===== src/rtl/irq_entry_pkg.sv =====
package irq_entry_pkg;
  typedef enum logic [0:0] {
    ACK_IDLE = 1'b0,
    ACK_WAIT = 1'b1
  } ack_state_e;

  typedef struct packed {
    logic enter_nmi;
    logic enter_intr;
  } entry_sel_t;
endpackage


===== src/rtl/irq_nmi_detect.sv =====
module irq_nmi_detect #(
  parameter int SYNC_STAGES = 2
) (
  input  logic clk,
  input  logic rst_n,
  input  logic nmi_i,
  output logic nmi_rise_o
);
  localparam int CHAIN_W = SYNC_STAGES + 1;

  logic [CHAIN_W-1:0] chain_q;

  genvar g;
  generate
    for (g = 0; g < CHAIN_W; g++) begin : g_stage
      if (g == 0) begin : g_first
        always_ff @(posedge clk or negedge rst_n) begin
          if (!rst_n) chain_q[g] <= 1'b0;
          else        chain_q[g] <= nmi_i;
        end
      end else begin : g_next
        always_ff @(posedge clk or negedge rst_n) begin
          if (!rst_n) chain_q[g] <= 1'b0;
          else        chain_q[g] <= chain_q[g-1];
        end
      end
    end
  endgenerate

  // rise seen between the last synchronized stage and its delayed copy
  assign nmi_rise_o = chain_q[SYNC_STAGES-1] & ~chain_q[SYNC_STAGES];
endmodule


===== src/rtl/irq_ack_port.sv =====
module irq_ack_port
  import irq_entry_pkg::*;
#(
  parameter int VEC_W = 8
) (
  input  logic             clk,
  input  logic             rst_n,
  input  logic             start_i,
  input  logic             ack_vld_i,
  input  logic [VEC_W-1:0] ack_vec_i,
  output logic             ack_req_o,
  output logic             busy_o,
  output logic             done_o,
  output logic [VEC_W-1:0] vec_o
);
  ack_state_e state_q, state_d;

  always_comb begin
    state_d = state_q;
    unique case (state_q)
      ACK_IDLE: if (start_i)   state_d = ACK_WAIT;
      ACK_WAIT: if (ack_vld_i) state_d = ACK_IDLE;
      default:                 state_d = ACK_IDLE;
    endcase
  end

  always_ff @(posedge clk or negedge rst_n) begin
    if (!rst_n) state_q <= ACK_IDLE;
    else        state_q <= state_d;
  end

  assign busy_o    = (state_q == ACK_WAIT);
  assign ack_req_o = busy_o;
  assign done_o    = busy_o & ack_vld_i;
  assign vec_o     = ack_vec_i;
endmodule


===== src/rtl/irq_flag_keeper.sv =====
module irq_flag_keeper (
  input  logic clk,
  input  logic rst_n,
  input  logic nmi_rise_i,
  input  logic enter_nmi_i,
  input  logic enter_intr_i,
  input  logic iret_i,
  input  logic ie_wr_i,
  input  logic ie_wdata_i,
  output logic ie_o,
  output logic nmi_active_o,
  output logic nmi_pend_o
);
  logic ie_q, ie_saved_q, active_q, pend_q;
  logic entry;

  assign entry = enter_nmi_i | enter_intr_i;

  // enable flag: entry > return > software write
  always_ff @(posedge clk or negedge rst_n) begin
    if (!rst_n) begin
      ie_q       <= 1'b0;
      ie_saved_q <= 1'b0;
    end else if (entry) begin
      ie_q       <= 1'b0;
      ie_saved_q <= ie_q;
    end else if (iret_i) begin
      ie_q       <= ie_saved_q;
    end else if (ie_wr_i) begin
      ie_q       <= ie_wdata_i;
    end
  end

  always_ff @(posedge clk or negedge rst_n) begin
    if (!rst_n)                 active_q <= 1'b0;
    else if (enter_nmi_i)       active_q <= 1'b1;
    else if (iret_i && !entry)  active_q <= 1'b0;
  end

  // single pending slot; a rise coinciding with entry refills it
  always_ff @(posedge clk or negedge rst_n) begin
    if (!rst_n)           pend_q <= 1'b0;
    else if (enter_nmi_i) pend_q <= nmi_rise_i;
    else if (nmi_rise_i)  pend_q <= 1'b1;
  end

  assign ie_o         = ie_q;
  assign nmi_active_o = active_q;
  assign nmi_pend_o   = pend_q;
endmodule


===== src/rtl/irq_entry_seq.sv =====
module irq_entry_seq
  import irq_entry_pkg::*;
#(
  parameter int VEC_W       = 8,
  parameter int NMI_VEC     = 2,
  parameter int SYNC_STAGES = 2
) (
  input  logic             clk,
  input  logic             rst_n,
  input  logic             intr_i,
  input  logic             nmi_i,
  input  logic             boundary_i,
  input  logic             iret_i,
  input  logic             ie_wr_i,
  input  logic             ie_wdata_i,
  output logic             ack_req_o,
  input  logic             ack_vld_i,
  input  logic [VEC_W-1:0] ack_vec_i,
  output logic             take_o,
  output logic [VEC_W-1:0] take_vec_o,
  output logic             take_nmi_o,
  output logic             ie_o,
  output logic             nmi_active_o
);
  localparam logic [VEC_W-1:0] NMI_CODE = VEC_W'(NMI_VEC);

  logic             nmi_rise, nmi_pend;
  logic             ack_busy, ack_done;
  logic [VEC_W-1:0] ack_vec;
  logic             sample;
  entry_sel_t       sel;

  irq_nmi_detect #(.SYNC_STAGES(SYNC_STAGES)) u_nmi (
    .clk        (clk),
    .rst_n      (rst_n),
    .nmi_i      (nmi_i),
    .nmi_rise_o (nmi_rise)
  );

  assign sample         = boundary_i & ~ack_busy;
  assign sel.enter_nmi  = sample & nmi_pend & ~nmi_active_o;
  assign sel.enter_intr = sample & ~sel.enter_nmi & intr_i & ie_o;

  irq_ack_port #(.VEC_W(VEC_W)) u_ack (
    .clk       (clk),
    .rst_n     (rst_n),
    .start_i   (sel.enter_intr),
    .ack_vld_i (ack_vld_i),
    .ack_vec_i (ack_vec_i),
    .ack_req_o (ack_req_o),
    .busy_o    (ack_busy),
    .done_o    (ack_done),
    .vec_o     (ack_vec)
  );

  irq_flag_keeper u_flags (
    .clk          (clk),
    .rst_n        (rst_n),
    .nmi_rise_i   (nmi_rise),
    .enter_nmi_i  (sel.enter_nmi),
    .enter_intr_i (sel.enter_intr),
    .iret_i       (iret_i),
    .ie_wr_i      (ie_wr_i),
    .ie_wdata_i   (ie_wdata_i),
    .ie_o         (ie_o),
    .nmi_active_o (nmi_active_o),
    .nmi_pend_o   (nmi_pend)
  );

  // registered dispatch; NMI entry and handshake completion are exclusive
  always_ff @(posedge clk or negedge rst_n) begin
    if (!rst_n) begin
      take_o     <= 1'b0;
      take_vec_o <= '0;
      take_nmi_o <= 1'b0;
    end else begin
      take_o <= sel.enter_nmi | ack_done;
      if (sel.enter_nmi) begin
        take_vec_o <= NMI_CODE;
        take_nmi_o <= 1'b1;
      end else if (ack_done) begin
        take_vec_o <= ack_vec;
        take_nmi_o <= 1'b0;
      end
    end
  end
endmodule


===== config.mk =====
export PLATFORM = sky130hd
export DESIGN_NAME = irq_entry_seq
export DESIGN_NICKNAME = d
export VERILOG_FILES = /design/src/rtl/irq_entry_pkg.sv /design/src/rtl/irq_nmi_detect.sv /design/src/rtl/irq_ack_port.sv /design/src/rtl/irq_flag_keeper.sv /design/src/rtl/irq_entry_seq.sv
export SDC_FILE = /design/constraint.sdc
export NUM_CORES = 1
export LEC_CHECK = 0
export CAP_MARGIN = 30
export CORE_MARGIN = 2
export CORE_UTILIZATION = 25
export CTS_BUF_LIST = sky130_fd_sc_hd__clkbuf_8 sky130_fd_sc_hd__clkbuf_16
export DETAILED_ROUTE_END_ITERATION = 12
export DONT_BUFFER_PORTS = 1
export PLACE_DENSITY = 0.34
export SYNTH_ARGS = -nofsm -noshare
export SYNTH_HDL_FRONTEND = slang
export SYNTH_HIERARCHICAL = 1
export SYNTH_SLANG_ARGS = --single-unit

===== constraint.sdc =====
create_clock -name clk -period 1.7 [get_ports clk]
set_input_delay 0.34 -clock clk [delete_from_list [all_inputs] [get_ports clk]]
set_output_delay 0.34 -clock clk [all_outputs]
set_load 0.02 [all_outputs]

Yosys cells after proc, flatten, opt, wreduce, memory -nomap -nowiden
Index checks and enable logic that the tools add are counted.
Widths: inputs -> output; s select.

word-level totals
  bits in registers = 18
  input bits = 17

operators by class
  mux-type cells = 14
  bitwise operators = 14
  reduce and logical (&&, ||, !) cells = 6

operator list
  operator           count
  $mux 8             2
  $mux 1             11
  $and 1x1->1        8
  $reduce_bool 2->1  3
  $not 1->1          4
  $reduce_bool 3->1  1
  $or 1x1->1         2
  $pmux 1 s2         1
  $logic_and 1x1->1  1
  $logic_not 1->1    1

Longest topological paths before layout
  depth in word-level cells = 13
  mapped depth = 5
  depth with buffers taken out = 4

Modules after synthesis
The synthesis kept the hierarchy.

by module, submodules not included
  module           times used  cells an instance  area an instance (sq um)
  irq_entry_seq    1           35                 434.2
  irq_flag_keeper  1           13                 167.7
  irq_ack_port     1           13                 113.9
  irq_nmi_detect   1           4                  88.8

Least setup slack after synthesis
Ideal clock, no wire load.

  path type = register to register
  start point = register u_ack.state_q (netlist: u_ack/ack_req_o)
  end point = register u_flags.ie_saved_q
  library setup time = 0.125 ns
  arrival time = 1.393 ns
  data required time = 1.575 ns
  slack = 0.183 ns
  stages on the path, launching flop included = 6
  path buffers = 2
  clock period less this slack = 1.517 ns
  cell sequence = dfrtp_1 > buf_4 > and4bb_1 > buf_6 > nor2_1 > mux2_2

RTL lines
  item                    line                   source
  start, declared         irq_ack_port.sv:16     ack_state_e state_q, state_d;
  start signal, assigned  irq_ack_port.sv:29     else state_q <= state_d;
  end signal, assigned    irq_flag_keeper.sv:26  ie_saved_q <= ie_q;
  end, declared           irq_flag_keeper.sv:14  logic ie_q, ie_saved_q, active_q, pend_q;

Worst setup path in the final report
  start point = register u_flags.active_q (netlist: u_flags/nmi_active_o)
  end point = register u_flags.ie_saved_q

on the way
  cells in the longest elaborated chain, start to end = 7

ends and longest elaborated chain
  item                       line                   source
  start, declared            irq_flag_keeper.sv:14
  start signal, assigned     irq_flag_keeper.sv:35  if (!rst_n) active_q <= 1'b0;
  start signal, assigned     irq_flag_keeper.sv:36  else if (enter_nmi_i) active_q <= 1'b1;
  start signal, assigned     irq_flag_keeper.sv:37  else if (iret_i && !entry) active_q <= 1'b0;
  $not 1->1 *                irq_entry_seq.sv:41    assign sel.enter_nmi = sample & nmi_pend & ~nmi_active_o;
  $and 1x1->1 *              irq_entry_seq.sv:41
  $not 1->1                  irq_entry_seq.sv:42    assign sel.enter_intr = sample & ~sel.enter_nmi & intr_i & ie_o;
  $and 1x1->1 (3 in series)  irq_entry_seq.sv:42
  $or 1x1->1 *               irq_flag_keeper.sv:17  assign entry = enter_nmi_i | enter_intr_i;

Every way passes the cells marked *; elsewhere a longest branch is shown, timed or not.
A chain may end at the register's enable or synchronous reset.

==> flow_metrics.tcl <==
set metrics [dict create \
    status "complete, no violations" \
    synth.yosys.seq_area_share_pct 56.0 \
    cts_hold_buf 1 \
    synth_area_leader_cell "dfrtp_1" \
    slew_violations 0 \
    gp_congestion 0.621 \
    initial_core_util_pct 26.4 \
    io_pins 30 \
    grt_util_all_layers_pct 8.68 \
    drc 0 \
    layout.nets 78 \
    p_per_area_nw_per_um2 1700 \
    die_h_um 60.7 \
    synth-xor-area-share_pct 0 \
    min_period_ns 1.47 \
    total_power_mw 1.43 \
    num_rows 20 \
    max-cap-violations 0 \
    synthAdderAreaFrac_pct 0 \
    insertion_delay_ns 0.25 \
    period_share_pct 86.7 \
    ys_warn_count 6 \
    postCtsResizedCells 0 \
    cts_tree "built" \
    peakVddDrop_mv 0.424 \
    cts.sinks 18 \
    synth.top_cells.by_area "dfrtp_1 56%, mux2i_1 10%, buf_4 8.4%, nor2_1 3.7%, buf_6 2.8%" \
    dieWidth_um 60.7 \
    vias 419 \
    syn_to_final_growth_pct 4.67 \
    ys_types 20 \
    wl_per_cell_um 12.9 \
    layout_common_cells "18 x dfrtp_1, 8 x mux2i_1, 8 x nor2_1" \
    drive_gt1_share_pct 16.7 \
    worstSetupStartpointType "register" \
    slew_headroom_pct 45.4 \
    critPathMaxFanout 7 \
    antenna_found_initial 0 \
    antenna_cells 0 \
    io_buffers 0 \
    die_area_um2 3690 \
    netlist_instances 65 \
    fin_tns_setup_ns 0 \
    grt-ovfl-total 0 \
    clockBufferDepth 2 \
    grt_max_degree 19 \
    root_buffer "clkbuf_8" \
    synth.top_cell.area_share_pct 56.0 \
    syn_area_um2 805 \
    grt_pass1_vias 492 \
    cts_buffers 3 \
    drt_first_pass_iters 3 \
    finalHoldViolations 0 \
    fmax_ghz 0.678 \
    routed_wl_um 1340 \
    antenna_left 0 \
    cp-end-kind "register" \
    fin_skew_ns 0.00189 \
    fillCellCount 340 \
    grt_pass1_wl_um 2280 \
    path_clk_slew_ns 0.07 \
    core_um2 3050 \
    synth.area.mux_share_pct 12.8 \
    drt_iter0_drc 10 \
    synth-compound-area-share_pct 6.07 \
    rsz0062_at_grt "false" \
    postCtsSetupBuffers 0 \
    via_per_inst 4.03 \
    htreeDepth 1 \
    hp-class "input port to register" \
    tightest_slew_ns 0.816 \
    crit_type "register to register" \
    synth_top_family_by_area "buffers and inverters" \
    layout_commonest_cell "dfrtp_1" \
    cp.arrival_ns 1.61 \
    ys_seq_elements 18 \
    worstPathRequired_ns 1.84 \
    syn-num-nets 82 \
    synth-simple-area-share_pct 12.1 \
    setup_viol 0 \
    syn_area_per_cell_um2 12.4 \
    p_leak_nw 0.378 \
]
## through the flow
| stage | std cells | utilization [%] | cell area (µm²) | setup slack (ns) | hold WS, ns |
|---|---|---|---|---|---|
| after CTS | 104 | 27.6 | 842 | 0.198 | 0.103 |
| final | 104 | 27.6 | 842 | 0.226 | 0.113 |
| after floorplan | 65 | - | 805 | 0.183 | 0.0444 |
| after global routing | 104 | 27.6 | 842 | 0.135 | 0.0914 |
| after global placement | 99 | 25.5 | 777 | 0.237 | 0.0450 |
| after detailed placement | 99 | 25.5 | 777 | 0.209 | 0.0451 |
## sequential cells by signal (all words and copies together), names as in the netlist
name                  flops
u_flags/ie_o              1
u_flags/ie_saved_q        1
u_ack/ack_req_o           1
u_flags/nmi_pend_o        1
take_o                    1
take_nmi_o                1
take_vec_o                8
u_flags/nmi_active_o      1
u_nmi/chain_q             3
## cell families (layout without fill, tap and decap cells)
kind of cell	count (synthesis)	in the layout
multiplexers	10	10
buffers and inverters	15	10
AO/OA/AOI/OAI	6	6
flip-flops	18	18
AND/OR/NAND/NOR	16	16
## path summary, 6_finish.rpt
path / startpoint / to / slack (ns) / depth (start not counted)
setup / recovery: u_flags/nmi_active_o / u_flags/ie_saved_q / 0.23 / 3
hold / removal: nmi_i / u_nmi/chain_q[0] / 0.11 / 0
setup reg to reg: u_flags/nmi_active_o / u_flags/ie_saved_q / 0.23 / 3
hold reg to reg: u_nmi/chain_q[0] / u_nmi/chain_q[1] / 0.36 / 0
max in group asynchronous: rst_n / take_vec_o[7] / 0.57 / 1
min in group asynchronous: rst_n / take_vec_o[2] / 0.62 / 1
## cells in the mapped netlist
cell and instances:
buf_6 2, mux2_2 1, a211o_2 1, o211a_1 1
and4bb_1 1, nor2_1 8, mux2_1 1, nand2b_1 2
a21oi_1 1, and2_1 1, and2_2 1, inv_1 4
nor2b_4 1, dfrtp_1 18, nand4b_1 1, a21o_2 1
a21o_1 2, or2_1 1, mux2i_1 8, buf_4 9
## layout make-up
class                   count  area [µm²]  share of cell area (%)
multi-input cells          32         249                    29.6
well taps                  44        55.1                    6.54
repair buffers              2        17.5                    2.08
clock buffers               4        55.1                    6.54
inverters                   4        15.0                    1.78
flip-flops and latches     18         450                    53.5
## routing by layer
layer  vias to the layer above  share of wire [%]  GRT usage, %
met3                         2                 12          3.84
li1                        193                  -             -
met1                       206                 42          10.3
met2                        18                 46          13.2
met5                         -                  0             0
met4                         0               0.60          4.66
## critical path: stages (launching register included)
cell	delay [ns]
dfrtp_1	0.49
and4bb_1	0.34
nor2_1	0.18
mux2_2	0.35
## power breakdown
group	total (mW)	switching (mW)	leakage (nW)	internal, mW
logic	0.270	0.124	0.125	0.145
clock network	0.345	0.140	0.0288	0.205
registers	0.819	0.248	0.225	0.571
Note: power is estimated with default switching activity, not from simulation.
